### config.mk
export PLATFORM = sky130hd
export DESIGN_NAME = gainsel_top
export DESIGN_NICKNAME = d
export VERILOG_FILES = /design/src/rtl/gainsel_pkg.sv /design/src/rtl/gainsel_ctrl.sv /design/src/rtl/gainsel_dp.sv /design/src/rtl/gainsel_top.sv
export SDC_FILE = /design/constraint.sdc
export NUM_CORES = 1
export LEC_CHECK = 0
export BUFFER_PORTS_ARGS = -buffer_cell sky130_fd_sc_hd__buf_2
export CAP_MARGIN = 0
export CELL_PAD_IN_SITES_DETAIL_PLACEMENT = 0
export CELL_PAD_IN_SITES_GLOBAL_PLACEMENT = 1
export CORE_UTILIZATION = 25
export CTS_CLUSTER_SIZE = 16
export DETAILED_ROUTE_END_ITERATION = 10
export GPL_TIMING_DRIVEN = 0
export PLACE_DENSITY = 0.82
export SYNTH_ARGS = -nofsm -noshare
export SYNTH_HDL_FRONTEND = slang
export SYNTH_HIERARCHICAL = 1
export SYNTH_SLANG_ARGS = --single-unit
### constraint.sdc
create_clock -name clk -period 1.8 [get_ports clk]
set_input_delay 0.18 -clock clk [delete_from_list [all_inputs] [get_ports clk]]
set_output_delay 0.18 -clock clk [all_outputs]
set_load 0.005 [all_outputs]
### src/rtl/gainsel_pkg.sv
package gainsel_pkg;
  typedef enum logic [1:0] {
    MODE_PAR   = 2'b00,
    MODE_SER   = 2'b01,
    MODE_STEP0 = 2'b10,
    MODE_STEP1 = 2'b11
  } modeE;

  typedef struct packed {
    logic loadPar;
    logic loadSer;
    logic loadStep;
  } chStrobeT;

  // Shared-pin bit positions decoded by the neighbouring engines
  localparam int PIN_CS      = 3;
  localparam int PIN_FA      = 2;
  localparam int PIN_SCLK    = 4;
  localparam int PIN_SDIO    = 5;
  localparam int PIN_STEPCLK = 1;
  localparam int PIN_STEPDAT = 0;
  localparam int PIN_GSHI    = 3;
  localparam int PIN_GSLO    = 2;
endpackage

### src/rtl/gainsel_ctrl.sv
module gainsel_ctrl
  import gainsel_pkg::*;
#(
  parameter int NCH    = 2,
  parameter int CODE_W = 6
) (
  input  logic [1:0]              modeSel,
  input  logic [NCH-1:0]          hold,
  input  logic [NCH-1:0]          pwrUp,
  input  logic [NCH-1:0]          serWr,
  input  logic [NCH-1:0]          stepWr,
  input  logic [CODE_W-1:0]       pinsA,
  input  logic [CODE_W-1:0]       pinsB,
  output chStrobeT [NCH-1:0]      strobe,
  output logic [1:0]              serCsN,
  output logic                    serClk,
  output logic                    serDio,
  output logic [1:0]              fastAtk,
  output logic [1:0]              stepClk,
  output logic [1:0]              stepDat,
  output logic [1:0]              stepSize
);
  logic isPar, isSer, isStep;

  always_comb begin
    isPar  = (modeE'(modeSel) == MODE_PAR);
    isSer  = (modeE'(modeSel) == MODE_SER);
    isStep = (modeE'(modeSel) == MODE_STEP0) || (modeE'(modeSel) == MODE_STEP1);
  end

  for (genvar ch = 0; ch < NCH; ch++) begin : g_strobe
    always_comb begin
      strobe[ch].loadPar  = pwrUp[ch] & isPar & ~hold[ch];
      strobe[ch].loadSer  = pwrUp[ch] & isSer & serWr[ch];
      strobe[ch].loadStep = pwrUp[ch] & isStep & stepWr[ch];
    end
  end

  always_comb begin
    serCsN   = isSer ? {pinsB[PIN_CS], pinsA[PIN_CS]} : 2'b11;
    serClk   = isSer & pinsB[PIN_SCLK];
    serDio   = isSer & pinsB[PIN_SDIO];
    fastAtk  = isSer ? {pinsB[PIN_FA], pinsA[PIN_FA]} : 2'b00;
    stepClk  = isStep ? {pinsB[PIN_STEPCLK], pinsA[PIN_STEPCLK]} : 2'b00;
    stepDat  = isStep ? {pinsB[PIN_STEPDAT], pinsA[PIN_STEPDAT]} : 2'b00;
    stepSize = isStep ? {pinsB[PIN_GSHI], pinsB[PIN_GSLO]} : 2'b00;
  end
endmodule

### src/rtl/gainsel_dp.sv
module gainsel_dp
  import gainsel_pkg::*;
#(
  parameter int NCH    = 2,
  parameter int CODE_W = 6
) (
  input  logic                          clk,
  input  logic                          rstN,
  input  chStrobeT [NCH-1:0]            strobe,
  input  logic [NCH-1:0][CODE_W-1:0]    parCode,
  input  logic [NCH-1:0][CODE_W-1:0]    serCode,
  input  logic [NCH-1:0][CODE_W-1:0]    stepCode,
  output logic [NCH-1:0][CODE_W-1:0]    gain
);
  localparam logic [CODE_W-1:0] MIN_GAIN = {CODE_W{1'b1}};

  for (genvar ch = 0; ch < NCH; ch++) begin : g_chan
    logic [CODE_W-1:0] codeQ;
    always_ff @(posedge clk) begin
      if (!rstN)                    codeQ <= MIN_GAIN;
      else if (strobe[ch].loadPar)  codeQ <= parCode[ch];
      else if (strobe[ch].loadSer)  codeQ <= serCode[ch];
      else if (strobe[ch].loadStep) codeQ <= stepCode[ch];
    end
    assign gain[ch] = codeQ;
  end
endmodule

### src/rtl/gainsel_top.sv
module gainsel_top
  import gainsel_pkg::*;
#(
  parameter int CODE_W = 6
) (
  input  logic              clk,
  input  logic              rstN,
  input  logic [1:0]        modeSel,
  input  logic [CODE_W-1:0] pinsA,
  input  logic [CODE_W-1:0] pinsB,
  input  logic              holdA,
  input  logic              holdB,
  input  logic              pwrUpA,
  input  logic              pwrUpB,
  input  logic [CODE_W-1:0] serCodeA,
  input  logic              serWrA,
  input  logic [CODE_W-1:0] serCodeB,
  input  logic              serWrB,
  input  logic [CODE_W-1:0] stepCodeA,
  input  logic              stepWrA,
  input  logic [CODE_W-1:0] stepCodeB,
  input  logic              stepWrB,
  output logic [1:0]        serCsN,
  output logic              serClk,
  output logic              serDio,
  output logic [1:0]        fastAtk,
  output logic [1:0]        stepClk,
  output logic [1:0]        stepDat,
  output logic [1:0]        stepSize,
  output logic [CODE_W-1:0] gainA,
  output logic [CODE_W-1:0] gainB
);
  localparam int NCH = 2;

  chStrobeT [NCH-1:0]         strobe;
  logic [NCH-1:0][CODE_W-1:0] gainVec;

  gainsel_ctrl #(.NCH(NCH), .CODE_W(CODE_W)) u_ctrl (
    .modeSel (modeSel),
    .hold    ({holdB, holdA}),
    .pwrUp   ({pwrUpB, pwrUpA}),
    .serWr   ({serWrB, serWrA}),
    .stepWr  ({stepWrB, stepWrA}),
    .pinsA   (pinsA),
    .pinsB   (pinsB),
    .strobe  (strobe),
    .serCsN  (serCsN),
    .serClk  (serClk),
    .serDio  (serDio),
    .fastAtk (fastAtk),
    .stepClk (stepClk),
    .stepDat (stepDat),
    .stepSize(stepSize)
  );

  gainsel_dp #(.NCH(NCH), .CODE_W(CODE_W)) u_dp (
    .clk     (clk),
    .rstN    (rstN),
    .strobe  (strobe),
    .parCode ({pinsB, pinsA}),
    .serCode ({serCodeB, serCodeA}),
    .stepCode({stepCodeB, stepCodeA}),
    .gain    (gainVec)
  );

  assign gainA = gainVec[0];
  assign gainB = gainVec[1];
endmodule

=== Word-level counts from Yosys, hierarchy flattened ===
Cells that the tools add are included.

* $add $sub $neg: 0
* $mul: 0
* Div/mod/pow operators: 0
* $lt $le $gt $ge: 0
* Eq/ne operators: 3
* Shifts and indexed selects: 0
* Mux-type cells: 11
* Bitwise operators: 16
* Reduce and logical (&&, ||, !) cells: 4

{| class="wikitable"
|+ Operators by type and width
! cell !! count
|-
| $mux W6 || 6
|-
| $and A1 B1 Y1 || 14
|-
| $mux W2 || 5
|-
| $reduce_bool A3 Y1 || 2
|-
| $eq A2 B2 Y1 const B || 2
|-
| $eq A2 B1 Y1 const B || 1
|-
| $logic_not A2 Y1 || 1
|-
| $not A1 Y1 || 2
|-
| $logic_or A1 B1 Y1 || 1
|}

* Register bits: 12
* Latch bits: 0
* Bits in writable memories: 0
* ROM bits: 0
* Bits of input ports: 48
* Output and inout bits: 24
* Memories: 0

=== Longest topological paths before layout ===
* Depth after elaboration: 7
* Mapped depth: 5

=== By module ===
The synthesis kept the hierarchy.

{| class="wikitable"
|+ Modules (own cells, without submodules)
! module !! instances !! cells an instance !! area each (µm²) !! sequential area each (µm²)
|-
| gainsel_dp || 1 || 79 || 676.9 || 240.2
|-
| gainsel_ctrl || 1 || 19 || 158.9 || 0.0
|}

=== Least setup slack after synthesis ===
OpenSTA, ideal clock, no wires.

* Kind: input-to-reg
* From: in modeSel[1]
* To: reg u_dp.g_chan[0].codeQ[1]
* Arrival: 1174 ps
* Data required time: 1655 ps
* Setup slack: 481 ps
* Cell stages on the path: 4
* Path buffers: 2
* Cell sequence: buf_2 nor4b_2 buf_2 o2111ai_1

{| class="wikitable"
|+ RTL lines
! what !! line !! text
|-
| start, declared || gainsel_top.sv:8 || <nowiki>input logic [1:0] modeSel,</nowiki>
|-
| end signal, assigned || gainsel_dp.sv:21 || <nowiki>else if (strobe[ch].loadPar) codeQ <= parCode[ch];</nowiki>
|-
| end signal, assigned || gainsel_dp.sv:22 || <nowiki>else if (strobe[ch].loadSer) codeQ <= serCode[ch];</nowiki>
|-
| end signal, assigned || gainsel_dp.sv:23 || <nowiki>else if (strobe[ch].loadStep) codeQ <= stepCode[ch];</nowiki>
|-
| end, declared || gainsel_dp.sv:18 || <nowiki>logic [CODE_W-1:0] codeQ;</nowiki>
|}

==> summary.txt <==
Status
  • Status: completed

Global routing
  • Number of global-route vias before repair: between 1000 and 1500
  • Largest net degree at the start of global routing: 11
  • GRT Overall Usage: 0.165
  • Initial antenna violation count: 0
  • First-pass GRT wire length: around 4400 microns
  • GR Overflow Total: 0

Synth
  • Register area share after synthesis: 0.287
  • Yosys warning count: 6
  • Syn Nets: 146
  • Syn Area/Cell: 8.53 sq um
  • Post-synthesis register bit count: 12
  • Mapped Area: roughly 840 sq um
  • Syn Inst Count: 98
  • Netlist cell types: 15

Worst setup path
  • CP Class: in -> reg
  • Nature of the critical path endpoint: flip-flop
  • Req. time, crit path: between 1.5 and 2 ns
  • Arrival @ worst endpoint: approximately 1.6 ns
  • CP Max Fanout: 10
  • Startpoint Class: input port

Timing
  • Hold slack: around 0.12 ns
  • Max frequency: about 690 MHz
  • Final setup TNS: 0 ns
  • Worst slew margin: 0.619
  • Min cycle time layout: 1.45 ns
  • Fin. max-slew vios: 0
  • RSZ-0062 raised after global routing: no
  • Fin. Hold Viols: 0
  • Fin crit share: 0.806
  • Worst clock skew: 0 ns
  • Least-Margin Pin Slew: between 0.5 and 0.6 ns
  • # setup viols final: 0

Floorplan
  • # IOs: around 70
  • Die ar.: about 3600 sq um
  • Die width: 59.8 microns
  • Total core area: between 3000 and 4000 sq um
  • Row count: 20
  • Starting density of the core: 0.269
  • Die Height: around 60 microns

Final layout
  • Multi-input logic area: between 500 and 600 sq um
  • Leading cell type in the layout, fill and taps excluded: buf_2
  • Max FFs per register: 12
  • Finished Layout Cells: 216
  • Area grow syn2layout: 51.8%
  • Final design utilization: 0.409
  • Largest Register: u_dp/g_chan.codeQ
  • Net count reported at finish: around 220
  • Fill count: around 350
  • Top Registers: u_dp/g_chan.codeQ x12
  • Share of cells above drive strength 1: 0.523
  • Diodes inserted: 0
  • Register Area: approximately 240 sq um
  • Most frequent cells in the layout: 74 x buf_2, 24 x nand2_1, 12 x a21oi_1, 12 x o2111ai_1, 12 x dfxtp_1

Route
  • Drt initial violations: 23
  • Top layer in use: met4
  • WL met1: roughly 1200 microns
  • Routed wl met2: approximately 1400 microns
  • Final wirelength: between 2000 and 3000 microns
  • DRC viols: 0
  • Pre-antenna DRT Iters: 3
  • Vias: 1019
  • ANT nets after route: 0
  • DR WL/cell: between 10 and 15 microns
  • Vias/cell: 4.72
  • Met3 wire len: 119 microns

Clock network
  • Clock latency on the worst-skew pair: approximately 0.26 ns
  • CTS Buf Count: 3
  • Root Driver: clkbuf_4
  • CTS Buffer Depth: 2
  • Hold-fix buffers at CTS: 0
  • H-tree levels: 1
  • Post-CTS sizing: 0
  • Worst-path clk slew: 0.07 ns
  • Post-CTS setup buffer count: 0
  • CTS tree: built
  • Clk sinks: 12

Pwr
  • Peak supply drop: roughly 210 uV
  • Leakage: approximately 0.66 nW
  • PwrDens: 514 nW/um^2
  • Design Power: 0.000652 W

Place
  • IO Port Bufs: 71
  • Post-DP HPWL: ~2200 microns
  • Final Wtd Congestion: between 0.7 and 0.8
  • Inst Count DP: 213

Flow run
  • Number of max-cap violations: 0

Worst hold path
  • Worst min-delay path class: in -> reg
==> logic make-up (layout without fill, tap and decap cells) <==
group	after synthesis	in the layout	synth area share
buffers and inverters	6	80	0.0494
AO/OA/AOI/OAI	24	24	0.198
flip-flops	12	12	0.287
AND/OR/NAND/NOR	56	56	0.466
==> worst paths after layout <==
kind / startpoint / end / slack [ns] / cells past startpoint
min: rstN / u_dp/g_chan[1].codeQ[3] / 0.12 / 2
max: modeSel[1] / u_dp/g_chan[0].codeQ[1] / 0.35 / 5
min reg2reg: u_dp/g_chan[0].codeQ[3] / u_dp/g_chan[0].codeQ[3] / 0.49 / 2
max reg2reg: u_dp/g_chan[0].codeQ[0] / u_dp/g_chan[0].codeQ[0] / 1.16 / 2
==> per-layer routing <==
metal	global-route usage	vias up
li1	-	520
met1	0.191	468
met2	0.286	29
met3	0.0433	2
met4	0.0698	0
met5	0	-
==> layout make-up <==
| class | count | share of cell area |
|---|---|---|
| multi-input combinational | 80 | 0.437 |
| clock buffer | 3 | 0.0178 |
| timing repair buffer | 71 | 0.280 |
| sequential | 12 | 0.189 |
| tap | 44 | 0.0434 |
| buffer | 6 | 0.0325 |
==> worst max-delay path, stage by stage <==
cell and delay [ns]:
buf_2 0.15, buf_2 0.20, nor4b_2 0.57, buf_2 0.32, o2111ai_1 0.14
==> cells in the mapped netlist (all sizes together) <==
cell type  instances  area [sq um]
nor3               2          32.5
and3b             16           149
buf                5          37.5
and3               2          12.5
o2111ai           12           105
and4b              2          20.0
and2               6          37.5
dfxtp             12           240
or3b               2          17.5
nand2             24          90.1
nor4b              2          30.0
a21oi             12          60.1
clkbuf             1          3.75
==> power breakdown <==
part | internal, W | total (W) | leakage [nW] | switching, W
clock | 0.0000773 | 0.000163 | 0.0138 | 0.0000859
sequential | 0.000289 | 0.000299 | 0.0994 | 0.0000108
combinational | 0.000102 | 0.000189 | 0.549 | 0.0000870
==> stage by stage <==
stage               area, sq um  setup WS (ns)
finish                     1270          0.349
global placement           1250          0.103
detailed placement         1250         0.0714
CTS                        1270          0.359
global route               1270          0.262
floorplan                   836          0.481
Power figures use the tool's default switching activity.
